===== src/rtl/fkg_pkg.sv =====
package fkg_pkg;

    localparam int DATA_W = 16;
    localparam int DIV_W  = 6;
    localparam int BYTE_W = 8;

    localparam logic [BYTE_W-1:0] WR_KEY = 8'hA5;
    localparam logic [BYTE_W-1:0] RD_TAG = 8'h96;

    typedef enum logic [1:0] {
        SRC_AUX  = 2'd0,
        SRC_MAIN = 2'd1,
        SRC_SUB  = 2'd2,
        SRC_SUBB = 2'd3
    } src_e;

    typedef struct packed {
        src_e             src;
        logic [DIV_W-1:0] div;
    } cfg_t;

    typedef struct packed {
        logic emex;
        logic lock;
        logic acc_err;
        logic key_err;
    } flag_t;

    localparam cfg_t  CFG_RST  = '{src: SRC_MAIN, div: 6'd2};
    localparam flag_t FLAG_RST = '{emex: 1'b0, lock: 1'b1, acc_err: 1'b0, key_err: 1'b0};

    function automatic logic [DATA_W-1:0] pack_cfg(cfg_t c);
        return {RD_TAG, c};
    endfunction

    function automatic logic [DATA_W-1:0] pack_stat(flag_t f, logic bsy);
        return {RD_TAG, 2'b00, f.emex, f.lock, ~bsy, f.acc_err, f.key_err, bsy};
    endfunction

endpackage


===== src/rtl/fkg_regs.sv =====
module fkg_regs
    import fkg_pkg::*;
#(
    parameter int                ADDR_W    = 16,
    parameter logic [ADDR_W-1:0] CTRL_ADDR = 16'h012A,
    parameter logic [ADDR_W-1:0] STAT_ADDR = 16'h012C
) (
    input  logic              clk,
    input  logic              rst,
    input  logic [ADDR_W-1:0] addr,
    input  logic              we,
    input  logic [DATA_W-1:0] wdata,
    input  logic              busy,
    output cfg_t              cfg,
    output flag_t             flags,
    output logic              cfg_load,
    output logic [DATA_W-1:0] rdata
);

    logic key_ok, hit_ctrl, hit_stat;
    logic unused_bits;

    assign key_ok      = (wdata[DATA_W-1:DATA_W-BYTE_W] == WR_KEY);
    assign hit_ctrl    = (addr == CTRL_ADDR);
    assign hit_stat    = (addr == STAT_ADDR);
    assign cfg_load    = we && hit_ctrl && key_ok && !busy;
    assign unused_bits = ^{wdata[7:6], wdata[3], wdata[0]};

    always_ff @(posedge clk) begin
        if (rst) begin
            cfg   <= CFG_RST;
            flags <= FLAG_RST;
        end else if (we && (hit_ctrl || hit_stat)) begin
            if (!key_ok) begin
                flags.key_err <= 1'b1;
            end else if (hit_ctrl) begin
                if (busy) flags.acc_err <= 1'b1;
                else      cfg <= cfg_t'(wdata[BYTE_W-1:0]);
            end else begin
                flags.key_err <= wdata[1];
                flags.acc_err <= wdata[2];
                flags.lock    <= wdata[4];
                flags.emex    <= wdata[5];
            end
        end
    end

    always_comb begin
        if (hit_ctrl)      rdata = pack_cfg(cfg);
        else if (hit_stat) rdata = pack_stat(flags, busy);
        else               rdata = '0;
    end

endmodule


===== src/rtl/fkg_src_mux.sv =====
module fkg_src_mux
    import fkg_pkg::*;
(
    input  src_e sel,
    input  logic aux_en,
    input  logic main_en,
    input  logic sub_en,
    output logic src_en
);

    always_comb begin
        unique case (sel)
            SRC_AUX:  src_en = aux_en;
            SRC_MAIN: src_en = main_en;
            default:  src_en = sub_en;
        endcase
    end

endmodule


===== src/rtl/fkg_div.sv =====
module fkg_div
    import fkg_pkg::*;
(
    input  logic             clk,
    input  logic             rst,
    input  logic             restart,
    input  logic             en,
    input  logic [DIV_W-1:0] div,
    output logic [DIV_W-1:0] cnt,
    output logic             tick
);

    logic at_end;

    assign at_end = (cnt == div);
    assign tick   = en && at_end && !restart;

    always_ff @(posedge clk) begin
        if (rst || restart) begin
            cnt <= '0;
        end else if (en) begin
            cnt <= at_end ? '0 : cnt + 1'b1;
        end
    end

endmodule


===== src/rtl/flash_tick_gen.sv =====
module flash_tick_gen
    import fkg_pkg::*;
#(
    parameter int                ADDR_W    = 16,
    parameter logic [ADDR_W-1:0] CTRL_ADDR = 16'h012A,
    parameter logic [ADDR_W-1:0] STAT_ADDR = 16'h012C
) (
    input  logic              clk,
    input  logic              rst,
    input  logic [ADDR_W-1:0] bus_addr,
    input  logic              bus_we,
    input  logic [15:0]       bus_wdata,
    output logic [15:0]       bus_rdata,
    input  logic              aux_en,
    input  logic              main_en,
    input  logic              sub_en,
    input  logic              busy,
    input  logic              esc_req,
    output logic              tick
);

    cfg_t             cfg;
    flag_t            flags;
    logic             cfg_load;
    logic             src_en;
    logic             restart;
    logic [DIV_W-1:0] cnt;

    fkg_regs #(
        .ADDR_W   (ADDR_W),
        .CTRL_ADDR(CTRL_ADDR),
        .STAT_ADDR(STAT_ADDR)
    ) u_regs (
        .clk     (clk),
        .rst     (rst),
        .addr    (bus_addr),
        .we      (bus_we),
        .wdata   (bus_wdata),
        .busy    (busy),
        .cfg     (cfg),
        .flags   (flags),
        .cfg_load(cfg_load),
        .rdata   (bus_rdata)
    );

    fkg_src_mux u_mux (
        .sel    (cfg.src),
        .aux_en (aux_en),
        .main_en(main_en),
        .sub_en (sub_en),
        .src_en (src_en)
    );

    assign restart = esc_req || flags.emex || cfg_load;

    fkg_div u_div (
        .clk    (clk),
        .rst    (rst),
        .restart(restart),
        .en     (src_en),
        .div    (cfg.div),
        .cnt    (cnt),
        .tick   (tick)
    );

endmodule


===== config.mk =====
export PLATFORM = sky130hd
export DESIGN_NAME = flash_tick_gen
export DESIGN_NICKNAME = d
export VERILOG_FILES = /design/src/rtl/fkg_pkg.sv /design/src/rtl/fkg_regs.sv /design/src/rtl/fkg_src_mux.sv /design/src/rtl/fkg_div.sv /design/src/rtl/flash_tick_gen.sv
export SDC_FILE = /design/constraint.sdc
export NUM_CORES = 1
export LEC_CHECK = 0
export ABC_AREA = 1
export BUFFER_PORTS_ARGS = -buffer_cell sky130_fd_sc_hd__buf_2
export CORE_ASPECT_RATIO = 1.75
export CORE_MARGIN = 1
export CORE_UTILIZATION = 50
export DETAILED_ROUTE_END_ITERATION = 12
export PLACE_DENSITY = 0.89
export SYNTH_ARGS = -nofsm -noshare
export SYNTH_HDL_FRONTEND = slang
export SYNTH_SLANG_ARGS = --single-unit
export TNS_END_PERCENT = 30

===== constraint.sdc =====
create_clock -name clk -period 2.34 [get_ports clk]
set_clock_uncertainty 0.1 [all_clocks]
set_input_delay 0.468 -clock clk [delete_from_list [all_inputs] [get_ports clk]]
set_output_delay 0.468 -clock clk [all_outputs]
set_load 0.1 [all_outputs]

==> reports/qor.txt <==
Io pins -> 57
XOR/XNOR Fraction of Synth Area -> 1.38%
CP Capture Type -> output port
Worst-Skew Late Latency -> 260 ps
Shortest period the worst path allows -> 2210 ps
Async SR Flop Fraction -> 0%
First-pass GRT wire length -> 5520 µm
GRT Total Usage -> 28.7%
Clk slew on worst S/H paths -> 70 ps
Pwr dens -> 373 nW/µm²
Ys flop type -> dfxtp_1
Design Area, Final -> 1790 µm²
Post-synth EDFFs -> 0
Peak supply drop -> 0.000288 V
Synth Cell Area -> 1270 µm²
Area grow syn2layout -> 41.4%
Detailed Place HPWL -> 2740 µm
Synthesis warning total -> 0
Compound-Gate Fraction of Synth Area -> 8.88%
Number of hold buffers added after CTS -> 0
Final Non-Filler Cells -> 280
Cts bufs inserted -> 3
Die H -> 68.6 µm
Overflow after GRT -> 0
Vias in the first global route -> 1418
Cells on worst reg2reg path -> 7
Crit path max-delay cell type -> o22ai_2
Total core area -> 2330 µm²
Worst path required time -> 1770 ps
WP data arrival -> 1640 ps
Max clock buf depth -> 2
Placed Instances -> 276
Delay-heaviest family, CP -> simple AND/OR/NAND/NOR gates
Finish-stage setup viols -> 0
Critical path class -> primary input to output port
Mapped Cells -> 203
Hold slack -> 328 ps
CTS tree -> done
Register area share after synthesis -> 28.4%
Avg Cell Area, Syn -> 6.24 µm²
Share of cells above drive strength 1 -> 33.3%
Post-Route WL -> 3370 µm
P_leak -> 0.864 nW
RSZ-0062 raised after global routing -> yes
Hold Path Depth -> 3
Pins Over Slew Limit -> 0
Initial antenna violation count -> 0
Synth cell types -> 28
CTS H-tree lvls -> 1
DR vias/cell -> 5.16
Post-Place Worst Slack -> 139 ps
Levels on crit path -> 7
Residual DRC -> 0
Bufs and invs on worst path -> 2
Critical Path Fanout Max -> 8
Yosys reg bits -> 18
Most common cell after layout, fill and taps aside -> nand2_1
Setup TNS -> 0 ps
Simple-gate portion of the synthesized area -> 44.2%
Routability-driven placement congestion ratio -> 0.793
Rows -> 23
Initial Utilization -> 54.4%
CP max stage delay -> 250 ps
Antenna Nets Post-Route -> 0
Count of final hold-check violations -> 0
Final setup margin -> 129 ps
Die X -> 40.1 µm
Max Cap Viol -> 0
Largest net degree at the start of global routing -> 14
IO Port Bufs -> 52
Status -> finished, final reports clean
Fmax -> 452 MHz
# nets final -> 297
Die Area -> 2750 µm²
Vias -> 1445
Most frequent cells in the layout -> nand2_1 (46), buf_2 (39), nor2_1 (37), inv_1 (31), dfxtp_1 (18)
Area of placed instances -> 1730 µm²
Worst Hold Class -> primary input to flop
CTS Root Cell -> clkbuf_8
Clk sink count -> 18
Period utilization -> 94.5%
Pre-antenna DRT Iters -> 5
Main combinational cell family by area after synthesis -> simple AND/OR/NAND/NOR gates
Mux cell area share after synthesis -> 0%
Avg WL per Cell -> 12.0 µm
DRT iter0 DRCs -> 25
Setup repair bufs after CTS -> 0
Layout fillers -> 173
Adder-Cell Fraction of Synth Area -> 0.987%
Antenna cells -> 0
Worst setup SP type -> primary input
Critical path cell sequence -> buf_2 -> nor2_1 -> nand3_2 -> nor2_4 -> nand2_2 -> o22ai_2 -> buf_12
[power breakdown]
part / total [mW] / internal (mW) / switching, mW
clock network: 0.260 / 0.150 / 0.111
registers: 0.308 / 0.307 / 0.00107
logic: 0.0996 / 0.0346 / 0.0650
[worst min-delay path, stage by stage]
cell      delay (ps)
buf_2             70
nand2_1           50
o211ai_1          60
[registers in the layout (all words and copies together), names as in the netlist]
name	count
u_div.cnt	6
u_regs.flags	4
u_regs.cfg	8
[worst paths after layout]
kind / from / slack, ps / endpoint
worst max-delay path: bus_addr[7] / 130 / bus_rdata[3]
worst min-delay path: bus_wdata[6] / 330 / u_regs.cfg[6]
worst max register to register: u_div.cnt[4] / 970 / u_div.cnt[5]
worst min register to register: u_regs.flags[2] / 360 / u_regs.flags[2]
[Yosys cell counts, types with 2 or more instances]
cell type  instances  share of area [%]
xor2_1             2                1.4
nand4_1            3                1.5
o21ai_0            5                2.0
o22ai_1            3                1.5
o21ai_1            5                2.0
buf_4              7                4.1
nand2_2            3                1.5
inv_1             31                9.2
o211ai_1           2                1.2
nand3_1           16                6.3
nor2_1            40                 12
buf_6              2                1.8
o21ai_2            2                1.4
dfxtp_1           18                 28
nand3_2            3                2.4
nand2_1           46                 14
nor2_4             3                2.7
nor2_2             2               0.99
[area by class of cell]
cell class / count / area (µm²) / area share [%]
clock buffer: 4 / 55.1 / 3.07
inverter: 32 / 120 / 6.70
multi-input combinational: 146 / 756 / 42.2
sequential: 18 / 360 / 20.1
tap: 25 / 31.3 / 1.75
timing repair buffer: 55 / 469 / 26.2
[layer usage]
layer	global-route usage, %	wire length (µm)	vias up
li1	-	-	722
met1	27.8	1210	665
met2	54.4	1950	49
met3	3.85	117	9
met4	13.8	89	0
met5	0	0	-
[repair_timing]
item / in CTS / in global routing
hold endpoints to repair: 0 / 0
setup endpoints to repair: 1 / 3
gates resized for setup: 1 / 1
[kinds of logic (layout without fill, tap and decap cells)]
logic type	Yosys count	count (layout)
compound gates	19	19
xor+xnor	2	2
fa+ha+maj	1	1
buf+inv	42	91
flops	18	18
other cells	1	4
simple gates	120	120
[stage by stage]
| stage | utilization, % | power [mW] |
|---|---|---|
| floorplan | - | 0.380 |
| finish | 76.9 | 0.668 |
| detailed placement | 74.2 | 0.414 |
| CTS | 76.7 | 0.668 |
| global placement | 74.2 | 0.412 |
| global route | 76.9 | 0.685 |
No activity file was read; power rests on OpenSTA's default activity.
